### config.mk
export PLATFORM = sky130hd
export DESIGN_NAME = strcmp_mode_ctrl
export DESIGN_NICKNAME = d
export VERILOG_FILES = /design/src/rtl/scm_pkg.sv /design/src/rtl/scm_one_pulse.sv /design/src/rtl/scm_entry_buf.sv /design/src/rtl/scm_digit_enc.sv /design/src/rtl/strcmp_mode_ctrl.sv
export SDC_FILE = /design/constraint.sdc
export NUM_CORES = 1
export LEC_CHECK = 0
export BUFFER_PORTS_ARGS = -buffer_cell sky130_fd_sc_hd__buf_2
export CAP_MARGIN = 25
export CORE_UTILIZATION = 45
export DETAILED_ROUTE_END_ITERATION = 16
export GPL_TIMING_DRIVEN = 0
export PLACE_DENSITY_LB_ADDON = 0.08
export SETUP_SLACK_MARGIN = 0.4
export SYNTH_ARGS = -nofsm -noshare
export SYNTH_HDL_FRONTEND = slang
export SYNTH_SLANG_ARGS = --single-unit
### constraint.sdc
create_clock -name clk -period 3.8 [get_ports clk]
set_input_delay 0.76 -clock clk [delete_from_list [all_inputs] [get_ports clk]]
set_output_delay 0.76 -clock clk [all_outputs]
set_load 0.005 [all_outputs]
### src/rtl/scm_pkg.sv
package scm_pkg;

  localparam int SEG_W = 7;

  localparam logic [SEG_W-1:0] SEG_OFF  = 7'h00;
  localparam logic [SEG_W-1:0] SEG_ALL  = 7'h7F;
  localparam logic [SEG_W-1:0] SEG_DASH = 7'h40;

  typedef enum logic [1:0] {
    VIEW_BLANK,
    VIEW_TEST,
    VIEW_EDIT,
    VIEW_SRCH
  } view_e;

endpackage

### src/rtl/scm_one_pulse.sv
module scm_one_pulse #(
  parameter int DEB_CYCLES = 1000
) (
  input  logic clk,
  input  logic rst,
  input  logic btn_raw,
  output logic pulse
);
  localparam int CNT_W = (DEB_CYCLES > 1) ? $clog2(DEB_CYCLES) : 1;
  localparam logic [CNT_W-1:0] CNT_LAST = CNT_W'(DEB_CYCLES - 1);

  logic             sync_a, sync_b;
  logic             held, held_prev;
  logic [CNT_W-1:0] cnt;

  always_ff @(posedge clk) begin
    if (rst) begin
      sync_a    <= 1'b0;
      sync_b    <= 1'b0;
      held      <= 1'b0;
      held_prev <= 1'b0;
      cnt       <= '0;
    end else begin
      sync_a    <= btn_raw;
      sync_b    <= sync_a;
      held_prev <= held;
      if (sync_b == held) begin
        cnt <= '0;
      end else if (cnt == CNT_LAST) begin
        held <= sync_b;
        cnt  <= '0;
      end else begin
        cnt <= cnt + 1'b1;
      end
    end
  end

  assign pulse = held & ~held_prev;

endmodule

### src/rtl/scm_entry_buf.sv
module scm_entry_buf #(
  parameter int CHAR_W  = 8,
  parameter int STR_LEN = 5
) (
  input  logic                      clk,
  input  logic                      rst,
  input  logic                      wr_en,
  input  logic [CHAR_W-1:0]         wr_data,
  output logic                      entry_done,
  output logic [STR_LEN*CHAR_W-1:0] ref_flat,
  output logic [STR_LEN*CHAR_W-1:0] cmp_flat
);
  localparam int SLOTS = 2 * STR_LEN;
  localparam int IDX_W = $clog2(SLOTS);
  localparam logic [IDX_W-1:0] IDX_LAST = IDX_W'(SLOTS - 1);

  logic [IDX_W-1:0]  idx;
  logic [CHAR_W-1:0] ref_q [STR_LEN];
  logic [CHAR_W-1:0] cmp_q [STR_LEN];

  assign entry_done = wr_en && (idx == IDX_LAST);

  always_ff @(posedge clk) begin
    if (rst)             idx <= '0;
    else if (entry_done) idx <= '0;
    else if (wr_en)      idx <= idx + 1'b1;
  end

  for (genvar g = 0; g < STR_LEN; g++) begin : g_slot
    always_ff @(posedge clk) begin
      if (rst)                                ref_q[g] <= '0;
      else if (wr_en && idx == IDX_W'(g))     ref_q[g] <= wr_data;
    end
    always_ff @(posedge clk) begin
      if (rst)                                       cmp_q[g] <= '0;
      else if (wr_en && idx == IDX_W'(g + STR_LEN))  cmp_q[g] <= wr_data;
    end
    assign ref_flat[g*CHAR_W +: CHAR_W] = ref_q[g];
    assign cmp_flat[g*CHAR_W +: CHAR_W] = cmp_q[g];
  end

endmodule

### src/rtl/scm_digit_enc.sv
module scm_digit_enc
  import scm_pkg::*;
#(
  parameter int VAL_W = 4
) (
  input  logic [VAL_W-1:0] value,
  output logic [SEG_W-1:0] seg
);
  always_comb begin
    if (value > VAL_W'(9)) begin
      seg = SEG_DASH;
    end else begin
      case (value[3:0])
        4'd0:    seg = 7'h3F;
        4'd1:    seg = 7'h06;
        4'd2:    seg = 7'h5B;
        4'd3:    seg = 7'h4F;
        4'd4:    seg = 7'h66;
        4'd5:    seg = 7'h6D;
        4'd6:    seg = 7'h7D;
        4'd7:    seg = 7'h07;
        4'd8:    seg = 7'h7F;
        default: seg = 7'h6F;
      endcase
    end
  end

endmodule

### src/rtl/strcmp_mode_ctrl.sv
module strcmp_mode_ctrl
  import scm_pkg::*;
#(
  parameter int CHAR_W     = 8,
  parameter int STR_LEN    = 5,
  parameter int MODE_W     = 8,
  parameter int VAL_W      = 4,
  parameter int DEB_CYCLES = 1000
) (
  input  logic                      clk,
  input  logic                      rst,
  input  logic [CHAR_W-1:0]         char_sw,
  input  logic                      enter_btn,
  input  logic [MODE_W-1:0]         mode_sw,
  input  logic                      dist_done,
  input  logic [VAL_W-1:0]          dist_val,
  input  logic                      srch_done,
  input  logic                      srch_found,
  input  logic [VAL_W-1:0]          srch_pos,
  output logic                      dist_start,
  output logic                      srch_start,
  output logic [STR_LEN*CHAR_W-1:0] ref_str,
  output logic [STR_LEN*CHAR_W-1:0] cmp_str,
  output logic [SEG_W-1:0]          seg_lo,
  output logic [SEG_W-1:0]          seg_hi
);
  localparam logic [MODE_W-1:0] CODE_BLANK = MODE_W'(0);
  localparam logic [MODE_W-1:0] CODE_TEST  = MODE_W'(1);
  localparam logic [MODE_W-1:0] CODE_EDIT  = MODE_W'(2);
  localparam logic [MODE_W-1:0] CODE_SRCH  = MODE_W'(4);

  logic              btn_press;
  logic              entry_done;
  logic [MODE_W-1:0] mode_q;
  logic              mode_chg;
  view_e             view;
  logic [VAL_W-1:0]  dist_q, pos_q;
  logic              found_q;
  logic [VAL_W-1:0]  lo_val, hi_val;
  logic [SEG_W-1:0]  lo_enc, hi_enc;

  scm_one_pulse #(.DEB_CYCLES(DEB_CYCLES)) u_pulse (
    .clk     (clk),
    .rst     (rst),
    .btn_raw (enter_btn),
    .pulse   (btn_press)
  );

  scm_entry_buf #(.CHAR_W(CHAR_W), .STR_LEN(STR_LEN)) u_buf (
    .clk        (clk),
    .rst        (rst),
    .wr_en      (btn_press),
    .wr_data    (char_sw),
    .entry_done (entry_done),
    .ref_flat   (ref_str),
    .cmp_flat   (cmp_str)
  );

  // Mode register and start pulse generation
  assign mode_chg = (mode_sw != mode_q);

  always_ff @(posedge clk) begin
    if (rst) begin
      mode_q     <= CODE_BLANK;
      dist_start <= 1'b0;
      srch_start <= 1'b0;
    end else begin
      mode_q <= mode_sw;
      if (mode_chg) begin
        dist_start <= (mode_sw == CODE_EDIT);
        srch_start <= (mode_sw == CODE_SRCH);
      end else if (entry_done) begin
        dist_start <= (mode_q == CODE_EDIT);
        srch_start <= (mode_q == CODE_SRCH);
      end else begin
        dist_start <= 1'b0;
        srch_start <= 1'b0;
      end
    end
  end

  // Result capture from the engines
  always_ff @(posedge clk) begin
    if (rst) begin
      dist_q  <= '0;
      pos_q   <= '0;
      found_q <= 1'b0;
    end else begin
      if (dist_done) dist_q <= dist_val;
      if (srch_done) begin
        found_q <= srch_found;
        pos_q   <= srch_pos;
      end
    end
  end

  // Display selection
  always_comb begin
    unique case (mode_q)
      CODE_TEST: view = VIEW_TEST;
      CODE_EDIT: view = VIEW_EDIT;
      CODE_SRCH: view = VIEW_SRCH;
      default:   view = VIEW_BLANK;
    endcase
  end

  always_comb begin
    if (view == VIEW_EDIT) lo_val = dist_q;
    else if (found_q)      lo_val = pos_q;
    else                   lo_val = '0;
    hi_val = VAL_W'(found_q);
  end

  scm_digit_enc #(.VAL_W(VAL_W)) u_enc_lo (.value(lo_val), .seg(lo_enc));
  scm_digit_enc #(.VAL_W(VAL_W)) u_enc_hi (.value(hi_val), .seg(hi_enc));

  always_ff @(posedge clk) begin
    if (rst) begin
      seg_lo <= SEG_OFF;
      seg_hi <= SEG_OFF;
    end else begin
      case (view)
        VIEW_TEST: begin seg_lo <= SEG_ALL; seg_hi <= SEG_ALL; end
        VIEW_EDIT: begin seg_lo <= lo_enc;  seg_hi <= SEG_OFF; end
        VIEW_SRCH: begin seg_lo <= lo_enc;  seg_hi <= hi_enc;  end
        default:   begin seg_lo <= SEG_OFF; seg_hi <= SEG_OFF; end
      endcase
    end
  end

endmodule

Yosys cells after proc, flatten, opt, wreduce, memory -nomap -nowiden
Memories as Yosys holds them, arrays and structs flattened. A register that Yosys moved wholly into a read port is not among the register bits. Index checks and enable logic that the tools add are counted.

Logic and storage cells: 125. Flip-flop bits (word level): 51. Memory bits (writable): 80. Input port bits: 30. Bits in read-only memories: 224. Memories: 4. Output and inout port bits: 96.

Bitwise logic cells: 13. Reductions and logical operators: 15. Mux-type cells: 55. Equal/unequal tests: 20. Magnitude comparators: 2. Add/subtract/negate cells: 2.

Memories: (name not given) (words 16, bits a word 7, read ports 1, clocked after Yosys merged registers in 1, wr ports 0, line scm_digit_enc.sv:13) `case (value[3:0])`; (name not given) (words 16, bits a word 7, read ports 1, clocked after Yosys merged registers in 0, wr ports 0, line scm_digit_enc.sv:13); u_buf.cmp_q (words 5, bits a word 8, read ports 5, clocked after Yosys merged registers in 0, wr ports 5, line scm_entry_buf.sv:19) `logic [CHAR_W-1:0] cmp_q [STR_LEN];`; u_buf.ref_q (words 5, bits a word 8, read ports 5, clocked after Yosys merged registers in 0, wr ports 5, line scm_entry_buf.sv:18) `logic [CHAR_W-1:0] ref_q [STR_LEN];`.

Operators by type and width (number): $mux 8 (10); $mux 1 (36); $pmux 7 s2 (2); $eq 4x3->1 const B (4); $eq 8x2->1 const B (2); $eq 8x3->1 const B (2); $mux 4 (4); $mux 7 (2); $add 10x1->10 const B (1); $eq 10x10->1 const B (1); $logic_and 1x1->1 (10); $or 1x1->1 (10); $eq 4x2->1 const B (2); $eq 4x4->1 const B (2); $eq 8x1->1 const B (1); $ne 8x8->1 (1); $pmux 2 s3 (1); $add 4x1->4 const B (1); $eq 2x2->1 const B (2); $eq 4x1->1 const B (1); $gt 1x4->1 const B (1); $gt 4x4->1 const B (1); $logic_not 4->1 (1); $reduce_or 2->1 (2); 6 further kinds (7).

Longest topological paths before layout
Depth after elaboration: 7. Gate-level depth with buffers: 12. Mapped depth without buffers: 11.

By module
Synthesis repeated with hierarchy kept, for this count alone.

Cells, all modules: 463. Area, all modules: 5645.4 um^2.

By module, submodules not included: scm_entry_buf (cells an instance 214, instances 1, area each 3347.0 um^2, seq. area each 2482.4 um^2); strcmp_mode_ctrl (cells an instance 130, instances 1, area each 1288.7 um^2, seq. area each 660.6 um^2); scm_one_pulse (cells an instance 59, instances 1, area each 590.6 um^2, seq. area each 280.3 um^2); scm_digit_enc at u_enc_hi (cells an instance 31, instances 1, area each 229.0 um^2, seq. area each 0.0 um^2); scm_digit_enc at u_enc_lo (cells an instance 29, instances 1, area each 190.2 um^2, seq. area each 0.0 um^2).

Least setup slack after synthesis
Ideal clock, no wire load.

Kind: register to register. From: register mode_q[3]. To: register seg_lo[1]. Setup slack: 0.952 ns. Buffers on the path: 0. Stages on the path, launching flop included: 12. Arrival: 2.720 ns. Library setup time: 0.128 ns. Period minus slack after synthesis: 2.848 ns. Data required time: 3.672 ns. Cell sequence: dfxtp_1 or4_4 nor4_4 nor2_1 a21oi_1 inv_1 ha_1 nor2_1 o21ai_0 or3_1 o2111ai_1 o21ai_0.

Longest elaborated chain between the ends: 7. Elaborated cells on any way between the ends: 13. Classes of those cells: 1 x order compare; 6 x eq/ne; 4 x mux; 1 x reduce/logical; 1 x memory.

Ends and longest elaborated chain: from (decl) (line strcmp_mode_ctrl.sv:34) `logic [MODE_W-1:0] mode_q;`; from (signal assigned) (line strcmp_mode_ctrl.sv:68) `mode_q <= mode_sw;`; $eq 8x3->1 (tied with other cells) (line strcmp_mode_ctrl.sv:99) `unique case (mode_q)`; $pmux 2 s3 (*) (line strcmp_mode_ctrl.sv:99); $eq 2x2->1 (line strcmp_mode_ctrl.sv:108, strcmp_mode_ctrl.sv:122); $mux 4 (line strcmp_mode_ctrl.sv:108) `if (view == VIEW_EDIT) lo_val = dist_q;`; $mem_v2 16x7 / $gt 4x4->1 (equally long branches); $mux 7 (line scm_digit_enc.sv:10) `if (value > VAL_W'(9)) begin`; $pmux 7 s2 (*) (line strcmp_mode_ctrl.sv:122) `case (view)`; to (signal assigned) (line strcmp_mode_ctrl.sv:125) `VIEW_SRCH: begin seg_lo <= lo_enc; seg_hi <= hi_enc; end`; to (decl) (line strcmp_mode_ctrl.sv:24) `output logic [SEG_W-1:0] seg_lo,`.

Every way passes the cells marked *; elsewhere a longest branch is shown, timed or not. A chain may end at the register's enable or synchronous reset.

Worst setup path in the final report
Ends and elaborated chain as after synthesis.

==> flow_summary.json <==
{
  "synth_flop_cell": "edfxtp_1",
  "synth_mux_area_share_pct": 2.86,
  "netlist_instances": 437,
  "irDropWorstVdd_mv": 0.255,
  "end_kind": "flip-flop",
  "stdcell_area_mm2": 0.00677,
  "routed_wl_um": 11000,
  "min_path_type": "reg -> reg",
  "slew_headroom_pct": 27.9,
  "clk_pin_slew_ns": 0.06,
  "gr-usage-met2_pct": 31.5,
  "cts.sinks": 128,
  "hold_buffers": 0,
  "ys_seq_area_share_pct": 63.6,
  "worstSetupStartpointType": "flip-flop",
  "cts_root_buffer": "clkbuf_16",
  "top_level_ports": 126,
  "place_ws_ns": 0.436,
  "dieHeight_um": 110,
  "slowest_stage": "or4_4",
  "ant_nets": 0,
  "clkLatencyLatePin_ns": 0.40,
  "core.rowCount": 39,
  "die_area_mm2": 0.0122,
  "syn_area_mm2": 0.00529,
  "yosys.area_share.simple_pct": 20.4,
  "fin_crit_ns": 3.07,
  "fp.dieW_um": 110,
  "slew_viol_final": 0,
  "cts-buffers-inserted": 17,
  "path_cells": "or4_4, nor4_4, nor2_1, a21oi_2, inv_1, ha_1, nor2_1, o21ai_0, or3_1, o2111ai_1, o21ai_0",
  "run_status": "finished clean",
  "synth_top_area_share_pct": 45.4,
  "synth_area_leaders": "edfxtp_1 (45%), dfxtp_1 (18%), and2_1 (9.7%)",
  "grt.busiest_layer": "met2",
  "cts_tree": "done",
  "async_flop_share_pct": 0,
  "antenna_cells": 0,
  "avgViaCountPerCell": 4.94,
  "final_cells": 745,
  "synth_top_family_by_area": "simple AND/OR/NAND/NOR gates",
  "fin_setup_tns_ns": 0,
  "synth_nets": 477,
  "finalClockSkew_ns": 0.0105,
  "place.gp.congestion": 0.806,
  "core-area_mm2": 0.0114,
  "drive_gt1_share_pct": 28.4,
  "ys_seq_elements": 128,
  "multi_input_area_mm2": 0.00181,
  "avgRoutedWirePerCell_um": 14.8,
  "fmax_mhz": 326,
  "start_util_pct": 46.3,
  "grt.overflow.total": 0,
  "use_met3_pct": 5.32,
  "port_buffers": 122,
  "track_usage_pct": 18.7,
  "synthAdderAreaFrac_pct": 2.37,
  "met1_usage_pct": 22.9,
  "antenna_found_initial": 0,
  "grt_max_degree": 17,
  "placed_area_mm2": 0.00610,
  "setup_slack_ns": 0.732,
  "pwr_density_cell_mw_per_mm2": 503,
  "dr.pass1.iters": 4,
  "leakage_nw": 2.87,
  "drc": 0,
  "synth_edf_count": 80,
  "setup_viol": 0,
  "cp_data_arrival_time_ns": 3.35,
  "cts_max_level": 4,
  "worstMarginPinSlew_ns": 1.08,
  "hold_slack_ns": 0.438,
  "slowest_delay_ns": 0.57,
  "area_growth_pct": 27.9,
  "dp.cells": 706,
  "cp_max_fo": 4,
  "yosysWarnings": 0,
  "vias": 3684,
  "rsz0062_at_grt": "no",
  "cp.required_ns": 4.08,
  "grt_pass1_vias": 3549,
  "nets": 629,
  "min_period_over_period_pct": 80.7,
  "grt_pass1_wl_um": 17700,
  "drt_iter0_drc": 112,
  "synth_largest_area_cell": "edfxtp_1",
  "synthXorXnorAreaFrac_pct": 3.31,
  "hpwl_um": 7690,
  "nFillCells": 995,
  "ys_types": 41,
  "p_total_mw": 3.40,
  "synth-compound-area-share_pct": 5.20,
  "fin_util_pct": 59.3,
  "syn_area_per_cell_um2": 12.1,
  "drv_cap": 0,
  "critical_path_class": "reg -> reg",
  "clockBufferDepth": 2,
  "hold_viol_final": 0,
  "regArea_mm2": 0.00336
}
==> flip-flops by register name (all words and copies together), names as in the netlist, 3 cells and up <==
signal,cells
u_buf.ref_q,40
pos_q,4
u_buf.idx,4
dist_q,4
mode_q,8
u_buf.cmp_q,40
u_pulse.cnt,10
seg_hi,3
seg_lo,7
==> where the power goes <==
| group | internal, mW | leakage (nW) | total (mW) | switching (mW) |
|---|---|---|---|---|
| sequential | 1.52 | 1.22 | 1.54 | 0.0201 |
| clock | 1.15 | 0.300 | 1.70 | 0.551 |
| combinational | 0.0679 | 1.35 | 0.166 | 0.0977 |
==> critical path, delay by kind of cell (launching register included) <==
family	cells	cell delay, ns
adder cells (fa/ha/maj)	1	0.26
AO/OA/AOI/OAI	4	0.68
AND/OR/NAND/NOR	5	1.58
flip-flops	1	0.32
buffers and inverters	1	0.10
==> final timing paths <==
| path | startpoint | end | slack (ns) | cells past startpoint |
|---|---|---|---|---|
| worst min-delay path | u_pulse.sync_a | u_pulse.sync_b | 0.44 | 1 |
| worst max register to register | mode_q[3] | seg_lo[1] | 0.73 | 11 |
| worst max-delay path | mode_q[3] | seg_lo[1] | 0.73 | 11 |
| worst min register to register | u_pulse.sync_a | u_pulse.sync_b | 0.44 | 1 |
==> area by class of cell <==
cell class / instances / share of cell area (%)
flip-flops and latches: 128 / 49.7
well taps: 143 / 2.64
plain buffers: 17 / 1.16
inverters: 11 / 0.610
clock buffers: 18 / 6.34
clock inverters: 14 / 2.88
repair buffers: 133 / 9.91
multi-input cells: 281 / 26.8
==> Yosys cell counts, types with 2 or more instances <==
cell type / number
o31ai_1: 7
nor3_1: 6
nand3_1: 4
nand3b_1: 2
buf_4: 4
clkbuf_1: 13
inv_1: 11
nor3b_1: 3
and2_1: 82
edfxtp_1: 80
o21ai_0: 15
mux2i_1: 14
a21oi_1: 8
nor4_1: 3
nand2_1: 16
nand4b_1: 3
nor2b_1: 14
o21a_1: 3
xnor2_1: 6
nand4_1: 3
nand2b_1: 5
dfxtp_1: 48
nor2_1: 44
or3_1: 3
xor2_1: 14
a22oi_1: 2
ha_1: 10
==> logic make-up (layout without fill, tap and decap cells) <==
family | Yosys count | in the layout
xor gates and xnor gates | 20 | 20
buffers and inverters | 28 | 193
AOI/OAI and AO/OA | 43 | 43
DFF | 128 | 128
and+or+nand+nor | 193 | 193
adders and majority gates | 10 | 10
muxes | 15 | 15
==> repair_timing <==
| item | in CTS | in global routing |
|---|---|---|
| buffers inserted | 2 | 0 |
| setup endpoints to repair | 3 | 3 |
| gates resized for setup | 0 | 1 |
| pin swaps | 1 | 0 |
==> layout by cell type, fill, tap and decap left out, types with 10 or more instances in the layout <==
| master | instances |
|---|---|
| buf_2 | 130 |
| and2_1 | 82 |
| edfxtp_1 | 80 |
| dfxtp_1 | 48 |
| nor2_1 | 44 |
| clkbuf_16 | 17 |
| nand2_1 | 16 |
| o21ai_0 | 15 |
| clkbuf_1 | 14 |
| nor2b_1 | 14 |
| mux2i_1 | 14 |
| xor2_1 | 14 |
| inv_1 | 11 |
| ha_1 | 10 |
==> routing by layer <==
metal,wire length [µm],vias up
li1,-,1818
met1,4830,1737
met2,5520,118
met3,544,11
met4,108,0
met5,0,-
Note: power is estimated with default switching activity, not from simulation.
